==> config.mk <==
export PLATFORM = sky130hd
export DESIGN_NAME = load_return_seq
export DESIGN_NICKNAME = d
export VERILOG_FILES = /design/src/rtl/lrs_pkg.sv /design/src/rtl/lrs_issue_check.sv /design/src/rtl/lrs_queue.sv /design/src/rtl/load_return_seq.sv
export SDC_FILE = /design/constraint.sdc
export NUM_CORES = 1
export LEC_CHECK = 0
export CAP_MARGIN = 20
export CORE_MARGIN = 5
export CORE_UTILIZATION = 30
export DETAILED_ROUTE_END_ITERATION = 6
export PLACE_DENSITY_LB_ADDON = 0.12
export SLEW_MARGIN = 20
export SYNTH_ARGS = -nofsm -noshare
export SYNTH_HDL_FRONTEND = slang
export SYNTH_SLANG_ARGS = --single-unit
==> constraint.sdc <==
create_clock -name clk_i -period 6.5 [get_ports clk_i]
set_clock_uncertainty 0.05 [all_clocks]
set_input_delay 0.975 -clock clk_i [delete_from_list [all_inputs] [get_ports clk_i]]
set_output_delay 0.975 -clock clk_i [all_outputs]
set_load 0.1 [all_outputs]
==> src/rtl/lrs_pkg.sv <==
`timescale 1ns/1ps
package lrs_pkg;

  localparam logic [1:0] SZ_BYTE = 2'd0;
  localparam logic [1:0] SZ_HALF = 2'd1;
  localparam logic [1:0] SZ_WORD = 2'd2;
  localparam logic [1:0] SZ_DBL  = 2'd3;

  function automatic logic addr_misaligned(input logic [1:0] size, input logic [2:0] addr);
    case (size)
      SZ_BYTE: return 1'b0;
      SZ_HALF: return addr[0];
      SZ_WORD: return |addr[1:0];
      default: return |addr;
    endcase
  endfunction

  function automatic logic signed_narrow(input logic sgn, input logic [1:0] size);
    return sgn && (size != SZ_DBL);
  endfunction

endpackage

==> src/rtl/lrs_issue_check.sv <==
`timescale 1ns/1ps
module lrs_issue_check #(
  parameter int TAG_W    = 4,
  parameter int LAT_W    = 2,
  parameter int FAST_LAT = 2,
  parameter int SLOW_LAT = 3
) (
  input  logic             clk_i,
  input  logic             rst_ni,
  input  logic             valid_i,
  input  logic [TAG_W-1:0] tag_i,
  input  logic             signed_i,
  input  logic [1:0]       size_i,
  input  logic [2:0]       addr_i,
  input  logic             full_i,
  output logic             push_o,
  output logic [LAT_W-1:0] cnt_o,
  output logic             slow_mode_o,
  output logic             trap_o,
  output logic [TAG_W-1:0] trap_tag_o
);
  import lrs_pkg::*;

  logic misal, narrow, use_slow;
  logic slow_q, trap_q;
  logic [TAG_W-1:0] trap_tag_q;

  assign misal    = addr_misaligned(size_i, addr_i);
  assign narrow   = signed_narrow(signed_i, size_i);
  assign push_o   = valid_i && !misal && !full_i;
  assign use_slow = narrow || slow_q;
  // counter is loaded with latency-1: one cycle is spent entering the queue
  assign cnt_o    = use_slow ? LAT_W'(SLOW_LAT - 1) : LAT_W'(FAST_LAT - 1);

  always_ff @(posedge clk_i or negedge rst_ni) begin
    if (!rst_ni) begin
      slow_q     <= 1'b0;
      trap_q     <= 1'b0;
      trap_tag_q <= '0;
    end else begin
      slow_q <= push_o ? use_slow : 1'b0;
      trap_q <= valid_i && misal;
      if (valid_i && misal) trap_tag_q <= tag_i;
    end
  end

  assign slow_mode_o = slow_q;
  assign trap_o      = trap_q;
  assign trap_tag_o  = trap_tag_q;

endmodule

==> src/rtl/lrs_queue.sv <==
`timescale 1ns/1ps
module lrs_queue #(
  parameter int DEPTH = 4,
  parameter int TAG_W = 4,
  parameter int LAT_W = 2,
  parameter int PTR_W = (DEPTH > 1) ? $clog2(DEPTH) : 1,
  parameter int CNT_W = $clog2(DEPTH + 1)
) (
  input  logic             clk_i,
  input  logic             rst_ni,
  input  logic             push_i,
  input  logic [TAG_W-1:0] push_tag_i,
  input  logic             push_miss_i,
  input  logic [LAT_W-1:0] push_cnt_i,
  input  logic             fill_i,
  output logic             wb_valid_o,
  output logic [TAG_W-1:0] wb_tag_o,
  output logic [CNT_W-1:0] count_o,
  output logic             full_o
);

  logic [PTR_W-1:0] head_q, tail_q;
  logic [CNT_W-1:0] count_q;
  logic [DEPTH-1:0] wait_v;
  logic [DEPTH-1:0] fill_sel;
  logic [DEPTH-1:0][TAG_W-1:0] tag_v;
  logic [DEPTH-1:0][LAT_W-1:0] cnt_v;
  logic pop;

  function automatic logic [PTR_W-1:0] ptr_nxt(input logic [PTR_W-1:0] p);
    return (p == PTR_W'(DEPTH - 1)) ? '0 : p + 1'b1;
  endfunction

  // oldest unfilled miss, walking from head
  always_comb begin
    logic found;
    logic [PTR_W-1:0] p;
    fill_sel = '0;
    found    = 1'b0;
    p        = head_q;
    for (int k = 0; k < DEPTH; k++) begin
      if (fill_i && !found && (CNT_W'(k) < count_q) && wait_v[p]) begin
        fill_sel[p] = 1'b1;
        found       = 1'b1;
      end
      p = ptr_nxt(p);
    end
  end

  for (genvar g = 0; g < DEPTH; g++) begin : g_slot
    logic [TAG_W-1:0] tag_r;
    logic             wait_r;
    logic [LAT_W-1:0] cnt_r;
    logic             load_here;

    assign load_here = push_i && (tail_q == PTR_W'(g));

    always_ff @(posedge clk_i or negedge rst_ni) begin
      if (!rst_ni) begin
        tag_r  <= '0;
        wait_r <= 1'b0;
        cnt_r  <= '0;
      end else if (load_here) begin
        tag_r  <= push_tag_i;
        wait_r <= push_miss_i;
        cnt_r  <= push_miss_i ? '0 : push_cnt_i;
      end else begin
        if (fill_sel[g]) wait_r <= 1'b0;
        if (cnt_r != '0) cnt_r <= cnt_r - 1'b1;
      end
    end

    assign tag_v[g]  = tag_r;
    assign wait_v[g] = wait_r;
    assign cnt_v[g]  = cnt_r;
  end

  assign wb_valid_o = (count_q != '0) && !wait_v[head_q] && (cnt_v[head_q] == '0);
  assign wb_tag_o   = tag_v[head_q];
  assign pop        = wb_valid_o;

  always_ff @(posedge clk_i or negedge rst_ni) begin
    if (!rst_ni) begin
      head_q  <= '0;
      tail_q  <= '0;
      count_q <= '0;
    end else begin
      if (pop)    head_q <= ptr_nxt(head_q);
      if (push_i) tail_q <= ptr_nxt(tail_q);
      case ({push_i, pop})
        2'b10:   count_q <= count_q + 1'b1;
        2'b01:   count_q <= count_q - 1'b1;
        default: count_q <= count_q;
      endcase
    end
  end

  assign count_o = count_q;
  assign full_o  = (count_q == CNT_W'(DEPTH));

endmodule

==> src/rtl/load_return_seq.sv <==
`timescale 1ns/1ps
module load_return_seq #(
  parameter int DEPTH    = 4,
  parameter int TAG_W    = 4,
  parameter int FAST_LAT = 2,
  parameter int SLOW_LAT = 3
) (
  input  logic             clk_i,
  input  logic             rst_ni,
  input  logic             issue_valid_i,
  input  logic [TAG_W-1:0] issue_tag_i,
  input  logic             issue_signed_i,
  input  logic [1:0]       issue_size_i,
  input  logic [2:0]       issue_addr_i,
  input  logic             issue_miss_i,
  input  logic             fill_valid_i,
  output logic             stall_o,
  output logic             trap_o,
  output logic [TAG_W-1:0] trap_tag_o,
  output logic             wb_valid_o,
  output logic [TAG_W-1:0] wb_tag_o
);

  localparam int CNT_W = $clog2(DEPTH + 1);
  localparam int LAT_W = (SLOW_LAT > 2) ? $clog2(SLOW_LAT) : 1;

  logic             push;
  logic [LAT_W-1:0] push_cnt;
  logic             slow_mode;
  logic [CNT_W-1:0] q_count;
  logic             full;

  lrs_issue_check #(
    .TAG_W(TAG_W), .LAT_W(LAT_W), .FAST_LAT(FAST_LAT), .SLOW_LAT(SLOW_LAT)
  ) u_issue (
    .clk_i      (clk_i),
    .rst_ni     (rst_ni),
    .valid_i    (issue_valid_i),
    .tag_i      (issue_tag_i),
    .signed_i   (issue_signed_i),
    .size_i     (issue_size_i),
    .addr_i     (issue_addr_i),
    .full_i     (full),
    .push_o     (push),
    .cnt_o      (push_cnt),
    .slow_mode_o(slow_mode),
    .trap_o     (trap_o),
    .trap_tag_o (trap_tag_o)
  );

  lrs_queue #(
    .DEPTH(DEPTH), .TAG_W(TAG_W), .LAT_W(LAT_W)
  ) u_queue (
    .clk_i      (clk_i),
    .rst_ni     (rst_ni),
    .push_i     (push),
    .push_tag_i (issue_tag_i),
    .push_miss_i(issue_miss_i),
    .push_cnt_i (push_cnt),
    .fill_i     (fill_valid_i),
    .wb_valid_o (wb_valid_o),
    .wb_tag_o   (wb_tag_o),
    .count_o    (q_count),
    .full_o     (full)
  );

  assign stall_o = full;

endmodule

==> impl_metrics.csv, run 1 <==
group,metric,value,unit
drt,vias_per_cell,4.97,
drt,wirelength,5230,um
critical_path,worstSetupStartpoint,"u_queue.head_q[0]",
clock_tree,clkSlewWorstSetupHoldPaths,90,ps
synth,synthDistinctLibCells,38,
cells_and_area,diodes,0,
synth,net_count_after_synthesis,243,
clock_tree,number_of_instances_resized_during_post_cts_repair,0,
global_routing,antenna_found_initial,0,
timing,setup_viol_count_final,0,
global_routing,globalRoute.busiestLayer,"met2",
global_routing,fraction_of_met2_tracks_used_by_global_routing,0.188,
clock_tree,clk_latency,290,ps
clock_tree,cts-hold-fix-buffers,0,
synth,netlist_instances,209,
floorplan,floorplan.io_pins,26,
cells_and_area,area_growth_syn_to_fin,18.6,%
synth,yosys.area.top_type,"dfrtp_1",
synth,synth_top_cells_by_area,"dfrtp_1, mux2_2, ha_1",
synth,share_of_flip_flops_with_an_asynchronous_set_or_reset,1.00,
place,numPortBuffers,25,
critical_path,cp-end-kind,"output port",
floorplan,die_width,100,um
global_routing,grt.overflow.total,0,
critical_path,path_depth_of_the_worst_reg2reg_path,6,
global_routing,use_met3,0.0229,
timing,slew-limit-headroom,0.344,
floorplan,number_of_cell_rows,32,
critical_path,worst-path-max-fanout,17,
synth,synth_enable_flop_cells,0,
critical_path,critPathArrivalTime,3170,ps
clock_tree,numCtsBuffers,5,
drt,dr.first_iter.drc_count,103,
synth,post-synth-top-area-fraction,0.421,
critical_path,r2r_setup_slack,3390,ps
critical_path,cp-start-kind,"flop",
synth,mappedNetlistArea,2440,um2
synth,dominantRegCellSynth,"dfrtp_1",
timing,report.final.hold_viol_count,0,
critical_path,required,5470,ps
floorplan,floorplan.initialDensity,0.312,
timing,report.final.slew_viol_count,0,
critical_path,start_of_the_worst_register_to_register_path,"u_queue.head_q[0]",
place,rd_place_congestion,0.748,
synth,synth_seq_cells,41,
synth,synth_commonest_cells,"dfrtp_1, inv_1, mux2_2",
drt,drc_errors,0,
timing,final_min_period_over_clock_period,0.646,
synth,most_frequent_cell_after_synthesis,"dfrtp_1",
floorplan,design.die.area,10000,um2
global_routing,grt_max_degree,42,
outcome,outcome,"finished clean",
drt,drtAntennaViolNets,0,
timing,worst-slew-pin-transition,981,ps
clock_tree,cts.sink_count,41,
place,post_dp_hpwl,3730,um
worst_hold_path,hold_path_class,"reg -> reg",
critical_path,criticalPathCategory,"reg -> out",
cells_and_area,filler_cell_count_in_the_final_layout,790,
global_routing,grt_pass1_wl,8720,um
synth,ys_seq_area_frac,0.421,
timing,setup_repair_after_global_routing_missed_its_margin,"false",
timing,period_minus_slack,4200,ps
global_routing,grt.met1_usage,0.145,
drt,post_drt_wl_per_cell,15.4,um
floorplan,dieHeight,100,um
drt,routed-via-count,1690,
timing,setup_tns,0,ps
clock_tree,tritoncts_clock_tree,"yes",
job,maxCapViolCount,0,
synth,yosys_warnings,0,
clock_tree,postCtsSetupBuffers,0,
clock_tree,cts.path.max_buffers,2,
synth,synth.avg_cell_area,11.7,um2
global_routing,grt_usage,0.111,
cells_and_area,layout.nets,271,
cells_and_area,final_layout_size_suffix_gt1_frac,0.189,
timing,achievable_frequency,0.238,GHz
drt,first_pass_iters,4,
global_routing,grt_pass1_vias,1766,
critical_path,critical_path.endpoint,"wb_valid_o",
clock_tree,cts-htree-levels,2,
clock_tree,clockRootBuffer,"clkbuf_8",
critical_path,worst_r2r_endpoint,"u_queue.g_slot[3].wait_r",
floorplan,core_area,7810,um2
[worst max-delay path: stages (launching register included)]
cell and delay, ps:
dfrtp_1 810, mux4_2 600, a21oi_1 130, nand2_1 110, inv_1 100, clkdlybuf4s50_1 1130
[routing by layer]
layer,up-vias,wire (um)
li1,806,-
met1,854,2500
met2,26,2590
met3,4,126
met4,0,17
met5,-,0
[worst min path at each step]
| stage | startpoint | end | slack (ps) | cells after the start |
|---|---|---|---|---|
| floorplan | u_issue.slow_mode_o | u_issue.slow_mode_o | 410 | 2 |
| global placement | u_queue.g_slot[2].tag_r[1] | u_queue.g_slot[2].tag_r[1] | 430 | 1 |
| detailed placement | u_queue.g_slot[1].tag_r[2] | u_queue.g_slot[1].tag_r[2] | 440 | 1 |
| CTS | u_queue.g_slot[1].tag_r[1] | u_queue.g_slot[1].tag_r[1] | 460 | 1 |
| global route | u_queue.g_slot[3].tag_r[0] | u_queue.g_slot[3].tag_r[0] | 470 | 1 |
| finish | u_queue.g_slot[1].tag_r[1] | u_queue.g_slot[1].tag_r[1] | 450 | 1 |
[cells by family (layout without fill, tap and decap cells)]
logic type	count (synthesis)	after routing	synth area share
xor+xnor	7	7	0.0252
simple gates	37	37	0.0750
fa+ha+maj	19	19	0.0976
buf+inv	32	61	0.0570
mux	37	37	0.212
compound gates	36	36	0.112
flops	41	41	0.421
[state kept, by name (all words and copies together), names as in the netlist]
name                   cells
u_queue.count_o            3
u_issue.trap_tag_o         4
u_queue.head_q             2
u_queue.g_slot.tag_r      16
u_issue.slow_mode_o        1
u_queue.g_slot.cnt_r       8
u_issue.trap_o             1
u_queue.tail_q             2
u_queue.g_slot.wait_r      4
[through the flow]
step | utilization | setup slack, ps | hold WS [ps] | cell area [um2] | instances
floorplan | - | 3650 | 406 | 2440 | 209
global placement | 0.355 | 2620 | 431 | 2780 | 332
detailed placement | 0.355 | 2600 | 437 | 2780 | 332
CTS | 0.370 | 2260 | 458 | 2890 | 340
global route | 0.370 | 2140 | 471 | 2890 | 340
finish | 0.370 | 2300 | 450 | 2890 | 340
[layout make-up]
cell class	instances	area, um2	share of cell area
Multi-Input combinational cell	136	1270	0.440
Sequential cell	41	1030	0.355
Inverter	28	105	0.0364
Timing Repair Buffer	25	245	0.0848
Tap cell	102	128	0.0442
Clock inverter	3	46.3	0.0160
Clock buffer	5	68.8	0.0238
[cell usage in the layout, fill, tap and decap left out, drive strengths merged]
cell,n
nand2,18
and2,1
nor3,7
clkbuf,5
buf,1
clkinvlp,1
nor3b,1
o21ai,11
a211oi,1
a21o,1
xor2,1
and3b,1
o211a,1
mux4,8
a21oi,5
a2111oi,1
inv,28
clkinv,1
or3,1
and2b,1
clkdlybuf4s50,24
xnor2,6
dfrtp,41
a311oi,1
or2,1
mux2i,7
a222oi,1
o22ai,4
and3,1
a31oi,1
nor2,4
mux2,22
a221o,8
bufinv,1
a22o,1
nand3,1
ha,19
Power of run 1 is not shown: default switching activity piles up to over one toggle a cycle in this logic, so the estimate is an artifact.
==> inputs of run 2 (changes only) <==
clock period = 3.6 ns   (was 6.5 ns; I/O delays follow)
==> run 2 against run 1 <==
Sequential share of layout area shrank 0.30 points. First-iteration DRC count shrank 32%. Non-clock buffer count grew 2. Clock-buffer cell count is the same. Sequential cell count is the same. Critical path depth grew 1. Global-route usage grew 0.079 points. Die area is the same. Final cell count grew 0.59%. Critical endpoint unchanged. Largest cell class unchanged. Highest routed layer unchanged.
==> impl_metrics.csv, run 2 (synthesis results as in run 1) <==
group,metric,value,unit
global_routing,grt_pass1_vias,1719,
clock_tree,cts-hold-fix-buffers,0,
place,post_dp_hpwl,3780,um
timing,setup_viol_count_final,0,
place,numPortBuffers,25,
clock_tree,tritoncts_clock_tree,"yes",
floorplan,core_area,7810,um2
global_routing,antenna_found_initial,0,
worst_hold_path,hold_path_class,"in -> async",
global_routing,grt_usage,0.112,
critical_path,crit_buf_inv,3,
drt,routed-via-count,1680,
critical_path,critPathArrivalTime,2350,ps
critical_path,path_delay_family,"buffers and inverters",
cells_and_area,final_layout_size_suffix_gt1_frac,0.221,
critical_path,cp-start-kind,"flop",
critical_path,cp-end-kind,"output port",
cells_and_area,diodes,0,
timing,report.final.hold_viol_count,0,
global_routing,grt.overflow.total,0,
drt,post_drt_wl_per_cell,15.3,um
floorplan,floorplan.initialDensity,0.312,
floorplan,die_width,100,um
timing,worst-slew-pin-transition,973,ps
place,post-place-cells,334,
clock_tree,clk_latency,300,ps
drt,wirelength,5230,um
clock_tree,cts-htree-levels,2,
critical_path,criticalPathCategory,"reg -> out",
cells_and_area,layout_commonest_cell,"dfrtp_1",
floorplan,number_of_cell_rows,32,
drt,drc_errors,0,
cells_and_area,final_cell_area,2920,um2
cells_and_area,reg.largest.list,"u_queue.g_slot.tag_r (16), u_queue.g_slot.cnt_r (8)",
clock_tree,clkSlewWorstSetupHoldPaths,90,ps
global_routing,grt_pass1_wl,8770,um
outcome,outcome,"finished clean",
critical_path,worst-path-stages,6,
drt,vias_per_cell,4.91,
drt,dr.first_iter.drc_count,70,
clock_tree,number_of_instances_resized_during_post_cts_repair,0,
floorplan,floorplan.io_pins,26,
timing,worst_case_setup_margin_in_the_final_layout,657,ps
cells_and_area,layout.nets,273,
critical_path,required,3010,ps
clock_tree,numCtsBuffers,5,
place,cell_area_placed,2780,um2
floorplan,design.die.area,10000,um2
timing,final_min_period_over_clock_period,0.818,
timing,achievable_frequency,0.340,GHz
critical_path,cpMostUsedCell,"buf_4",
timing,slew-limit-headroom,0.349,
clock_tree,clockRootBuffer,"clkbuf_8",
timing,setup_repair_after_global_routing_missed_its_margin,"false",
floorplan,dieHeight,100,um
critical_path,cp_cell_sequence,"buf_4 > mux4_2 > a21oi_1 > nand2_1 > inv_1 > buf_4",
clock_tree,cts.path.max_buffers,2,
drt,first_pass_iters,4,
job,maxCapViolCount,0,
cells_and_area,area_growth_syn_to_fin,19.7,%
timing,period_minus_slack,2940,ps
global_routing,grt_max_degree,42,
drt,drtAntennaViolNets,0,
cells_and_area,finalNonFillerCells,342,
cells_and_area,largest_register_ffs,16,
timing,setup_tns,0,ps
clock_tree,cts.sink_count,41,
timing,report.final.slew_viol_count,0,
place,rd_place_congestion,0.860,
place,preCtsSetupSlack,728,ps
critical_path,path_depth_of_the_worst_reg2reg_path,6,
cells_and_area,most-common-layout-cells,"dfrtp_1, inv_1, mux2_2",
critical_path,cp_slowest_stage_delay,580,ps
clock_tree,postCtsSetupBuffers,0,
critical_path,timing.critical_path.slowest_stage_cell,"dfrtp_1",
cells_and_area,register_ranked_first_by_flip_flop_count,"u_queue.g_slot.tag_r",
critical_path,worst-path-max-fanout,9,
-- run 2: cell types whose count changed in the layout (fill, tap and decap cells not counted) --
cell,delta
clkdlybuf4s50_1,-6
buf_2,-1
bufinv_16,+1
buf_4,+9
clkinv_4,-1
inv_6,+1
clkinvlp_4,-1
-- run 2: metal layers --
layer | routed length, um | up-vias | GRT usage
met2 | 2550 | 19 | 0.189
met1 | 2480 | 848 | 0.144
met5 | 0 | - | 0
met4 | 71 | 0 | 0.0342
li1 | - | 807 | -
met3 | 125 | 6 | 0.0236
-- run 2: layout make-up --
class | count | area [um2]
Clock buffer | 5 | 68.8
Fill cell | 769 | 4890
Sequential cell | 41 | 1030
Inverter | 28 | 105
Timing Repair Buffer | 27 | 248
Clock inverter | 3 | 68.8
Tap cell | 102 | 128
Multi-Input combinational cell | 136 | 1270
-- run 2: stage by stage --
step	hold slack, ps	util
finish	168	0.373
floorplan	194	-
global placement	433	0.355
CTS	362	0.373
detailed placement	440	0.355
global route	208	0.373
-- run 2: worst paths after layout --
path                                                 start                          to  slack, ps
worst max-delay path                     u_queue.head_q[0]                  wb_valid_o        660
worst min-delay path                                rst_ni       u_issue.trap_tag_o[1]        170
worst max register to register           u_queue.head_q[1]    u_queue.g_slot[2].wait_r        740
worst min register to register  u_queue.g_slot[3].tag_r[0]  u_queue.g_slot[3].tag_r[0]        450
max in group asynchronous                           rst_ni       u_issue.trap_tag_o[3]       2970
min in group clk_i              u_queue.g_slot[3].tag_r[0]  u_queue.g_slot[3].tag_r[0]        450
Power of run 2 is left out for the same reason.
==> inputs of run 3 (changes only) <==
clock period = 2.5 ns   (was 3.6 ns; I/O delays follow)
==> run 3 against run 2 <==
Via count grew 2.4%. Final cell count grew 2.9%. Register-to-register slack lost 620 ps. Critical path type is now reg -> reg. Largest cell class unchanged.
==> impl_metrics.csv, run 3 (synthesis results as in run 1) <==
group,metric,value,unit
timing,achievable_frequency,0.421,GHz
drt,dr.first_iter.drc_count,71,
cells_and_area,filler_cell_count_in_the_final_layout,772,
timing,final_min_period_over_clock_period,0.951,
timing,finalHoldWorstSlack,92.7,ps
cells_and_area,diodes,0,
drt,drtAntennaViolNets,0,
drt,vias_per_cell,4.89,
critical_path,criticalPathCategory,"reg -> reg",
cells_and_area,largest_register_ffs,16,
critical_path,worst-path-max-fanout,9,
global_routing,grt_usage,0.119,
cells_and_area,area_growth_syn_to_fin,23.3,%
clock_tree,number_of_instances_resized_during_post_cts_repair,0,
timing,setup_viol_count_final,0,
critical_path,required,2630,ps
cells_and_area,register_ranked_first_by_flip_flop_count,"u_queue.g_slot.tag_r",
clock_tree,numCtsBuffers,5,
critical_path,cp-end-kind,"flop",
outcome,outcome,"finished clean",
clock_tree,cts.path.max_buffers,2,
floorplan,floorplan.initialDensity,0.312,
clock_tree,tritoncts_clock_tree,"yes",
cells_and_area,most-common-layout-cells,"dfrtp_1, inv_1, mux2_2",
global_routing,grt.overflow.total,0,
cells_and_area,layout_commonest_cell,"dfrtp_1",
global_routing,antenna_found_initial,0,
global_routing,grt_pass1_wl,9280,um
drt,wirelength,5520,um
cells_and_area,ff_latch_area,1030,um2
cells_and_area,final_core_density,0.385,
clock_tree,clockRootBuffer,"clkbuf_8",
timing,setup_tns,0,ps
cells_and_area,final_layout_size_suffix_gt1_frac,0.284,
floorplan,number_of_cell_rows,32,
floorplan,design.die.area,10000,um2
critical_path,critPathArrivalTime,2510,ps
clock_tree,cts.sink_count,41,
timing,slew-limit-headroom,0.618,
cells_and_area,finalNonFillerCells,352,
cells_and_area,multiInputGateArea,1270,um2
drt,post_drt_wl_per_cell,15.7,um
drt,drc_errors,0,
clock_tree,clk_latency,300,ps
place,rd_place_congestion,0.848,
place,post_dp_hpwl,4130,um
timing,worst-slew-pin-transition,573,ps
worst_hold_path,hold_path_class,"in -> async",
floorplan,floorplan.io_pins,26,
timing,report.final.slew_viol_count,0,
timing,setup_repair_after_global_routing_missed_its_margin,"false",
floorplan,die_width,100,um
critical_path,cp-start-kind,"flop",
global_routing,grt_pass1_vias,1815,
drt,routed-via-count,1721,
timing,period_minus_slack,2380,ps
global_routing,grt_max_degree,42,
cells_and_area,layout.nets,283,
clock_tree,cts-htree-levels,2,
drt,first_pass_iters,4,
cells_and_area,reg.largest.list,"u_queue.g_slot.tag_r (16), u_queue.g_slot.cnt_r (8)",
timing,report.final.hold_viol_count,0,
clock_tree,clkSlewWorstSetupHoldPaths,90,ps
place,post-place-cells,344,
floorplan,core_area,7810,um2
floorplan,dieHeight,100,um
clock_tree,cts-hold-fix-buffers,0,
clock_tree,postCtsSetupBuffers,0,
place,numPortBuffers,25,
job,maxCapViolCount,0,
run 3: changes by cell type in the layout (fill, tap and decap cells not counted), moves of 2 or more:
cell,before,now
clkdlybuf4s50_1,18,13
buf_4,9,18
buf_12,0,5
bufinv_16,2,0
run 3: stage by stage:
step | area (um2) | setup slack [ps]
2_1_floorplan | 2440 | 16.1
3_3_place_gp | 2910 | 102
3_5_place_dp | 2910 | 71.7
4_1_cts | 3000 | 55.2
5_1_grt | 3000 | 4.82
6_report | 3000 | 123
run 3: area by class of cell:
class	instances	area share
clock inverter	2	0.00458
clock buffer	6	0.0275
inverter	28	0.0362
timing repair buffer	37	0.123
tap	102	0.0425
multi-input combinational	136	0.424
sequential	41	0.342
run 3: worst paths after layout:
kind	from	endpoint	slack, ps	depth (start not counted)
setup reg to reg	u_queue.head_q[0]	u_queue.g_slot[3].wait_r	120	6
min in group clk_i	u_queue.g_slot[1].tag_r[0]	u_queue.g_slot[1].tag_r[0]	450	1
max in group asynchronous	rst_ni	u_queue.head_q[0]	1920	2
setup / recovery	u_queue.head_q[0]	u_queue.g_slot[3].wait_r	120	6
hold reg to reg	u_queue.g_slot[1].tag_r[0]	u_queue.g_slot[1].tag_r[0]	450	1
hold / removal	rst_ni	u_issue.slow_mode_o	90	2
run 3: worst max-delay path: stages (launching register included):
cell and delay [ps]:
dfrtp_2 470, inv_1 120, ha_1 340, mux4_4 670, a2111oi_4 300, a221o_1 220
o22ai_1 70
run 3: metal layers:
metal  share of wire  track usage  wire [um]  vias up
met4           0.017       0.0487         95        0
met2            0.49        0.187       2680       36
met1            0.46        0.157       2570      844
li1                -            -          -      832
met3           0.032       0.0278        177        9
met5               0            0          0        -
Power of run 3 is left out for the same reason.
